$ cat src/rtl/mts_pkg.sv
package mts_pkg;

    localparam int unsigned THREADS  = 4;
    localparam int unsigned LOAD_GAP = 2;

    typedef struct packed {
        logic rdy;
        logic miss;
        logic trap;
        logic busy;
        logic is_ld;
    } thr_cond_t;

    function automatic logic cond_ok(input thr_cond_t c);
        return c.rdy && !c.miss && !c.trap && !c.busy;
    endfunction

endpackage

$ cat src/rtl/mts_holdoff.sv
module mts_holdoff #(
    parameter int unsigned NTHR = mts_pkg::THREADS,
    parameter int unsigned GAP  = mts_pkg::LOAD_GAP
) (
    input  logic            clk,
    input  logic            rst,
    input  logic [NTHR-1:0] ld_grant,
    output logic [NTHR-1:0] clear
);
    localparam int unsigned CW = $clog2(GAP + 1);

    for (genvar t = 0; t < NTHR; t++) begin : g_thr
        logic [CW-1:0] cnt;
        always_ff @(posedge clk) begin
            if (rst)
                cnt <= '0;
            else if (ld_grant[t])
                cnt <= CW'(GAP);
            else if (cnt != '0)
                cnt <= cnt - 1'b1;
        end
        assign clear[t] = (cnt == '0);
    end
endmodule

$ cat src/rtl/mts_pick.sv
module mts_pick #(
    parameter int unsigned NTHR = mts_pkg::THREADS,
    localparam int unsigned TW  = $clog2(NTHR)
) (
    input  logic [NTHR-1:0] elig,
    input  logic [TW-1:0]   ord [NTHR],
    output logic            found,
    output logic [TW-1:0]   pos,
    output logic [TW-1:0]   tid
);
    always_comb begin
        found = 1'b0;
        pos   = '0;
        tid   = '0;
        for (int k = 0; k < NTHR; k++) begin
            if (!found && elig[ord[k]]) begin
                found = 1'b1;
                pos   = TW'(k);
                tid   = ord[k];
            end
        end
    end
endmodule

$ cat src/rtl/mts_age_order.sv
module mts_age_order #(
    parameter int unsigned NTHR = mts_pkg::THREADS,
    localparam int unsigned TW  = $clog2(NTHR)
) (
    input  logic          clk,
    input  logic          rst,
    input  logic          upd,
    input  logic [TW-1:0] upd_pos,
    input  logic [TW-1:0] upd_tid,
    output logic [TW-1:0] ord [NTHR]
);
    logic [TW-1:0] nxt [NTHR];

    for (genvar k = 0; k < NTHR; k++) begin : g_slot
        if (k == NTHR - 1) begin : g_last
            always_comb nxt[k] = upd ? upd_tid : ord[k];
        end else begin : g_mid
            always_comb begin
                if (upd && (TW'(k) >= upd_pos))
                    nxt[k] = ord[k+1];
                else
                    nxt[k] = ord[k];
            end
        end

        always_ff @(posedge clk) begin
            if (rst)
                ord[k] <= TW'(k);
            else
                ord[k] <= nxt[k];
        end
    end
endmodule

$ cat src/rtl/mt_issue_sel.sv
module mt_issue_sel #(
    parameter int unsigned NTHR = mts_pkg::THREADS,
    parameter int unsigned GAP  = mts_pkg::LOAD_GAP,
    localparam int unsigned TW  = $clog2(NTHR)
) (
    input  logic            clk,
    input  logic            rst,
    input  logic [NTHR-1:0] inst_rdy,
    input  logic [NTHR-1:0] miss_pend,
    input  logic [NTHR-1:0] trap_pend,
    input  logic [NTHR-1:0] res_busy,
    input  logic [NTHR-1:0] inst_is_ld,
    output logic [NTHR-1:0] grant,
    output logic [TW-1:0]   grant_id,
    output logic            grant_vld
);
    import mts_pkg::*;

    thr_cond_t [NTHR-1:0] cond;
    logic [NTHR-1:0] hold_clr;
    logic [NTHR-1:0] elig;
    logic [NTHR-1:0] ld_grant;
    logic [TW-1:0]   ord [NTHR];
    logic            found;
    logic [TW-1:0]   win_pos;
    logic [TW-1:0]   win_tid;

    for (genvar t = 0; t < NTHR; t++) begin : g_cond
        assign cond[t]     = '{rdy: inst_rdy[t], miss: miss_pend[t], trap: trap_pend[t],
                               busy: res_busy[t], is_ld: inst_is_ld[t]};
        assign elig[t]     = cond_ok(cond[t]) && hold_clr[t];
        assign grant[t]    = found && (win_tid == TW'(t));
        assign ld_grant[t] = grant[t] && cond[t].is_ld;
    end

    mts_holdoff #(.NTHR(NTHR), .GAP(GAP)) u_hold (
        .clk      (clk),
        .rst      (rst),
        .ld_grant (ld_grant),
        .clear    (hold_clr)
    );

    mts_pick #(.NTHR(NTHR)) u_pick (
        .elig  (elig),
        .ord   (ord),
        .found (found),
        .pos   (win_pos),
        .tid   (win_tid)
    );

    mts_age_order #(.NTHR(NTHR)) u_age (
        .clk     (clk),
        .rst     (rst),
        .upd     (found),
        .upd_pos (win_pos),
        .upd_tid (win_tid),
        .ord     (ord)
    );

    assign grant_vld = found;
    assign grant_id  = win_tid;
endmodule

$ cat config.mk
export PLATFORM = sky130hd
export DESIGN_NAME = mt_issue_sel
export DESIGN_NICKNAME = d
export VERILOG_FILES = /design/src/rtl/mts_pkg.sv /design/src/rtl/mts_holdoff.sv /design/src/rtl/mts_pick.sv /design/src/rtl/mts_age_order.sv /design/src/rtl/mt_issue_sel.sv
export SDC_FILE = /design/constraint.sdc
export NUM_CORES = 1
export LEC_CHECK = 0
export CAP_MARGIN = 20
export CORE_MARGIN = 1.5
export CORE_UTILIZATION = 50
export CTS_CLUSTER_SIZE = 30
export DETAILED_ROUTE_END_ITERATION = 6
export PLACE_DENSITY_LB_ADDON = 0.3
export REMOVE_ABC_BUFFERS = 1
export SETUP_SLACK_MARGIN = 0.2
export SKIP_LAST_GASP = 1
export SYNTH_ARGS = -nofsm -noshare
export SYNTH_HDL_FRONTEND = slang
export SYNTH_SLANG_ARGS = --single-unit
$ cat constraint.sdc
create_clock -name clk -period 11.3 [get_ports clk]
set_clock_uncertainty 0.15 [all_clocks]
set_input_delay 2.825 -clock clk [delete_from_list [all_inputs] [get_ports clk]]
set_output_delay 2.825 -clock clk [all_outputs]
set_load 0.03 [all_outputs]
### Word level (Yosys, flattened, before mapping)

Index checks and enable logic that the tools add are counted.

| word-level totals | value |
|---|---|
| logic and storage cells | 115 |
| register bits after elaboration | 16 |

| cells by class | value |
|---|---|
| magnitude comparators | 7 |
| multiplexer cells | 27 |
| eq/ne operators | 3 |
| add/subtract/negate cells | 4 |
| reduce and logical (&&, ||, !) cells | 62 |

Operators with widths:

| operator | count |
|---|---|
| 1-bit logical AND | 30 |
| 2-bit two-way mux | 14 |
| 2-bit nonzero test | 8 |
| 1-bit logical NOT | 15 |
| 2-bit by 3-bit less-than comparator with 1-bit output, second input constant | 4 |
| 2-bit logical NOT | 5 |
| 1-bit two-way mux | 9 |
| 1-bit binary-select mux with 2-bit select | 4 |
| 2-bit OR reduction | 4 |
| 2-bit by 1-bit subtractor with 2-bit output, second input constant | 4 |
| 2-bit == test, second input constant | 2 |
| 1-bit by 2-bit greater-or-equal comparator with 1-bit output, first input constant | 2 |
| 2-bit by 1-bit == test with 1-bit output, second input constant | 1 |
| 2-bit greater-or-equal comparator, first input constant | 1 |

### Longest topological paths before layout

| depth | value |
|---|---|
| depth in word-level cells | 21 |
| mapped depth | 9 |

### By module

A second synthesis with hierarchy kept.

| unflattened totals | value |
|---|---|
| cells, all modules | 100 |
| area, all modules | 1001.0 sq um |

Modules (own cells, without submodules):

| module | area an instance (sq um) | instances | sequential area each (sq um) | cells each |
|---|---|---|---|---|
| mts_holdoff | 316.6 | 1 | 160.2 | 25 |
| mts_age_order | 309.0 | 1 | 160.2 | 31 |
| mts_pick | 259.0 | 1 | 0.0 | 27 |
| mt_issue_sel | 116.4 | 1 | 0.0 | 17 |

### Least setup slack after synthesis

Ideal clock, no wire load.

| path | value |
|---|---|
| path kind | input port to output port |
| start point | input port res_busy[1] |
| end point | output port grant[0] |
| arrival time | 4.949 ns |
| path buffers | 1 |
| data required time | 8.325 ns |
| slack | 3.376 ns |
| stages | 8 |
| cell sequence | or4_1 -> buf_2 -> or3_4 -> a31oi_4 -> o32ai_1 -> o22ai_4 -> inv_2 -> nor2_1 |

| on the way | value |
|---|---|
| cells in the longest elaborated chain, start to end | 17 |

RTL lines:

| element | RTL line | text |
|---|---|---|
| start, declared | mt_issue_sel.sv:11 | `input logic [NTHR-1:0] res_busy,` |
| 1-bit logical NOT * | mts_pkg.sv:15 | `return c.rdy && !c.miss && !c.trap && !c.busy;` |
| 1-bit logical AND * | mts_pkg.sv:15 |  |
| 1-bit logical AND * | mt_issue_sel.sv:31 | `assign elig[t] = cond_ok(cond[t]) && hold_clr[t];` |
| 1-bit binary-select mux with 2-bit select | mts_pick.sv:16 | `if (!found && elig[ord[k]]) begin` |
| 1-bit two-way mux (implied by the code) | mts_pick.sv:16 |  |
| 1-bit two-way mux | mts_pick.sv:16 |  |
| 1-bit logical NOT | mts_pick.sv:16 |  |
| 1-bit logical AND | mts_pick.sv:16 |  |
| [2 not listed] | - |  |
| 1-bit logical AND | mts_pick.sv:16 |  |
| 1-bit two-way mux | mts_pick.sv:16 |  |
| 1-bit logical NOT | mts_pick.sv:16 |  |
| 1-bit logical AND | mts_pick.sv:16 |  |
| 2-bit two-way mux * | mts_pick.sv:16 |  |
| via grant_id[1] | mt_issue_sel.sv:14 | `output logic [TW-1:0] grant_id,` |
| 2-bit logical NOT * | mt_issue_sel.sv:32 | `assign grant[t] = found && (win_tid == TW'(t));` |
| 1-bit logical AND * | mt_issue_sel.sv:32 |  |
| end, declared | mt_issue_sel.sv:13 | `output logic [NTHR-1:0] grant,` |

Mark *: on every way through the listed nets, which the timed path passes. The rest lies on a longest branch. The select of a mux whose other input is x is not followed.

### Final worst setup path

| path | value |
|---|---|
| start point | input port inst_rdy[2] |
| end point | output port grant_id[1] |

| on the way | value |
|---|---|
| cells in the longest elaborated chain, start to end | 16 |

RTL lines:

| element | RTL line | text |
|---|---|---|
| start, declared | mt_issue_sel.sv:8 | `input logic [NTHR-1:0] inst_rdy,` |
| 1-bit logical AND * (3 in a row) | mts_pkg.sv:15 |  |
| 1-bit logical AND * | mt_issue_sel.sv:31 |  |
| 1-bit binary-select mux with 2-bit select | mts_pick.sv:16 |  |
| 1-bit two-way mux (implied by the code) | mts_pick.sv:16 |  |
| 1-bit two-way mux | mts_pick.sv:16 |  |
| 1-bit logical NOT | mts_pick.sv:16 |  |
| 1-bit logical AND | mts_pick.sv:16 |  |
| 1-bit two-way mux | mts_pick.sv:16 |  |
| 1-bit logical NOT | mts_pick.sv:16 |  |
| 1-bit logical AND | mts_pick.sv:16 |  |
| 1-bit two-way mux | mts_pick.sv:16 |  |
| 1-bit logical NOT | mts_pick.sv:16 |  |
| 1-bit logical AND | mts_pick.sv:16 |  |
| 2-bit two-way mux * | mts_pick.sv:16 |  |
| end, declared | mt_issue_sel.sv:14 |  |

Every way passes the cells marked *; elsewhere a longest branch is shown, timed or not. The select of a mux whose other input is x is not followed.

==> results by stage <==
Worst setup path:
- STA puts the critical path data required time at roughly 8.3 ns.
- Measured in cells, the most critical reg-to-reg path has a length of 6.
- The worst setup path is launched from a primary input.
- STA classifies the critical path endpoint as an output port.
- The critical path start-end classification is primary input to output port.
- In this run the worst path has a maximum fanout of 6.
- The arrival time at the worst endpoint is between 5 and 6 ns.

Floorplan:
- The x dimension of the die is 49.98 µm.
- The boundary pin count is 29.
- The area enclosed by the die boundary is between 0.002 and 0.0025 mm².
- The starting utilization of the core area is around 55%.
- The placement row count is 16.
- From bottom edge to top edge, the die measures roughly 50 µm.
- After floorplanning, the core was sized to cover about 0.0020 mm².

Synthesis:
- Multiplexer cells account for 8.390% of the synthesized area.
- By count the netlist is led by sky130_fd_sc_hd__dfxtp_1 (16), sky130_fd_sc_hd__nand2_1 (16), sky130_fd_sc_hd__nor2_1 (11), sky130_fd_sc_hd__nor3_1 (9), sky130_fd_sc_hd__mux2i_1 (7).
- Of the total synthesized cell area, the portion taken by full adders, half adders and majority gates is 0%.
- After synthesis, the cell types taking the most area are sky130_fd_sc_hd__dfxtp_1 (29%), sky130_fd_sc_hd__mux2i_1 (6.3%), sky130_fd_sc_hd__nand2_1 (5.4%).
- The synthesized netlist devotes 25.17% of its cell area to compound gates.
- After technology mapping, the gate count stands at approximately 120.
- In this run, synthesis produced a sequential element count of 16.
- The synthesized netlist devotes 0% of its cell area to XOR and XNOR gates.
- The synthesized area per cell is 8.972 µm².
- The count of yosys warnings during synthesis is 0.
- The largest family of logic cells by synthesized area is simple AND/OR/NAND/NOR gates.
- The cell taking the most area after synthesis is sky130_fd_sc_hd__dfxtp_1.
- The synthesized netlist devotes between 30% and 40% of its cell area to simple gates.
- The share of synthesized registers carrying an async set or reset is 0%.
- Sequential elements use between 20% and 30% of the synthesized area.
- After synthesis the cells add up to 0.001104 mm².
- The top cell type by area accounts for a little under 30% of the synthesized area.
- The count of flip-flops with a built-in enable after synthesis is 0.
- For this run, the leading register cell type out of synthesis is sky130_fd_sc_hd__dfxtp_1.
- The netlist uses between 40 and 50 different library cells.

Clock tree:
- For the worst-skew pair, the clock arrives at the later sink with an insertion delay of roughly 0.28 ns.
- Clock tree synthesis found a total of 16 sinks.
- The TritonCTS clock tree is built.
- In this run the clock root is driven by a sky130_fd_sc_hd__clkbuf_4.
- After clock tree synthesis, the flow added hold-fix buffers numbering 0.
- The number of resized instances in the post-cts repair step is 0.
- The number of setup buffers added after CTS is 0.
- The clock-pin transition on the worst setup and hold timing paths is 0.08 ns.
- No sink is reached through more buffers than the 2 on the longest clock path.
- In this run, CTS created clock tree buffers numbering 3.
- The CTS H-tree depth is 1.

Status:
- The run finished with clean final reports.

STA:
- The final-layout setup total negative slack is 0 ns.
- Setup violations remaining at the end of the flow were counted as 0.
- The timing-limited maximum frequency is roughly 110 MHz.
- The final critical-path share of the clock period is approximately 79%.
- Setup repair after global routing left no endpoint under its margin.
- The worst hold slack across all endpoints is ~0.30 ns.
- The actual transition at the worst max-transition pin is ~0.90 ns.
- The final-report max-slew violation count is 0.
- The routed design could run at a clock period as short as between 8 and 9 ns.
- The final hold violation count came to 0.
- Headroom to the max-slew limit came out at between 30% and 40%.

Route:
- The total via count in the routed design is 1110.
- For this run, design rule violations remaining after detail routing come to 0.
- The routed design has around 2.8 mm of wire.
- In the final routed layout, each cell accounts on average for between 15 and 20 µm.
- The detail route stage leaves a number of antenna-violating nets equal to 0.
- The ratio of routed vias to standard cells is ~6.3.
- The number of detailed-route iterations in the first pass is 4.
- In this run, the number of DRC markers left after iteration 0 of detailed routing was 34.

Cells and area:
- The number of antenna diodes is 0.
- The fraction of final layout cells sized beyond drive strength 1 is about an eighth.
- The total number of nets in the final design is between 150 and 200.
- The area added between synthesis and finish is 27.55%.

Global route:
- The pin count of the biggest net entering global routing is 14.
- The final global-route overflow total is 0.
- The initial antenna violation count is 0.
- The first global-routing pass estimated approximately 4.5 mm of wire.
- The via count of the first global-routing pass came to between 1000 and 1500.
- The global router's overall resource usage is between 20% and 30%.

Job:
- The count of maximum capacitance violations is 0.

Power:
- The leakage power is between 0.0005 and 0.0006 µW.
- The total power per unit cell area is 102.1 mW/mm².
- Across the VDD grid, the largest voltage drop is 73.75 µV.

Placed design:
- The placed wire-length estimate after detailed placement is ~2.1 mm.
- The placer congestion estimate is about 0.90.
- During placement, the flow inserted port buffers numbering 28.

Min path:
- The tightest min-delay check is of the flip-flop to flip-flop type.
- Along the worst hold path, the cell count comes to 1.
==> final cells by class <==
class | count | area, µm²
clock buffers | 3 | 22.52
multi-input cells | 97 | 728.2
repair buffers | 28 | 280.3
flip-flops and latches | 16 | 320.3
inverters | 6 | 22.52
fillers | 158 | 614.3
well taps | 27 | 33.78
==> metrics by stage <==
stage	setup WS [ns]	cell area (µm²)	util, %	instances	total power, µW
global placement	2.459	1385	68.50	174	113.5
finish	2.355	1408	69.62	177	143.7
global route	2.146	1408	69.62	177	150.6
CTS	2.348	1408	69.62	177	144.1
floorplan	3.379	1071	-	119	94.67
detailed placement	2.367	1385	68.50	174	114.7
==> logic make-up (layout without fill, tap and decap cells) <==
kind of cell / after synthesis / in the layout
flops: 16 / 16
buf+inv: 10 / 37
simple gates: 63 / 63
compound gates: 26 / 26
mux: 8 / 8
==> registers in the layout (all words and copies together) (netlist names) <==
register,flops
u_age.ord,8
u_hold.g_thr.cnt,8
==> power by group <==
part / internal (µW) / total, µW / switching, µW / leakage (µW)
combinational: 23.0 / 48.8 / 25.7 / 0.000361
sequential: 59.8 / 65.4 / 5.54 / 0.000130
clock: 12.4 / 29.5 / 17.2 / 0.0000138
total: 95.2 / 144 / 48.4 / 0.000505
==> critical path, cell delays in order <==
cell and delay, ns:
sky130_fd_sc_hd__clkdlybuf4s50_1 0.45, sky130_fd_sc_hd__nor4b_1 0.72, sky130_fd_sc_hd__and2_2 0.32, sky130_fd_sc_hd__mux4_2 0.30, sky130_fd_sc_hd__or2_1 0.34, sky130_fd_sc_hd__o22ai_4 0.17, sky130_fd_sc_hd__inv_2 0.14, sky130_fd_sc_hd__clkdlybuf4s50_1 0.70
==> per-layer routing <==
metal | part of all wire [%] | wire length [µm] | vias to the layer above | track usage, %
li1 | - | - | 530 | -
met1 | 42 | 1175 | 530 | 28.71
met2 | 49 | 1360 | 45 | 39.91
met3 | 7.0 | 193 | 5 | 6.364
met4 | 1.3 | 36 | 0 | 9.259
met5 | 0 | 0 | - | 0
==> path summary, 6_finish.rpt <==
kind	end	slack [ns]	from
setup / recovery	grant_id[1]	2.36	inst_rdy[2]
hold / removal	u_hold.g_thr[1].cnt[0]	0.30	u_hold.g_thr[1].cnt[0]
setup reg to reg	u_hold.g_thr[2].cnt[1]	8.50	u_hold.g_thr[2].cnt[1]
hold reg to reg	u_hold.g_thr[1].cnt[0]	0.30	u_hold.g_thr[1].cnt[0]
==> cell usage in the layout (no fill, tap or decap), drive strengths merged, types with 2 or more instances in the layout <==
cell,n
nor2,11
and2,2
nand3,3
clkbuf,3
nor3b,5
o21ai,2
or3,2
inv,6
nand2,16
a21oi,3
o311ai,2
nor3,9
nand2b,2
nor4b,5
o32ai,7
a32o,2
a31oi,2
mux2i,7
dfxtp,16
clkdlybuf4s50,28
Power figures use the tool's default switching activity.
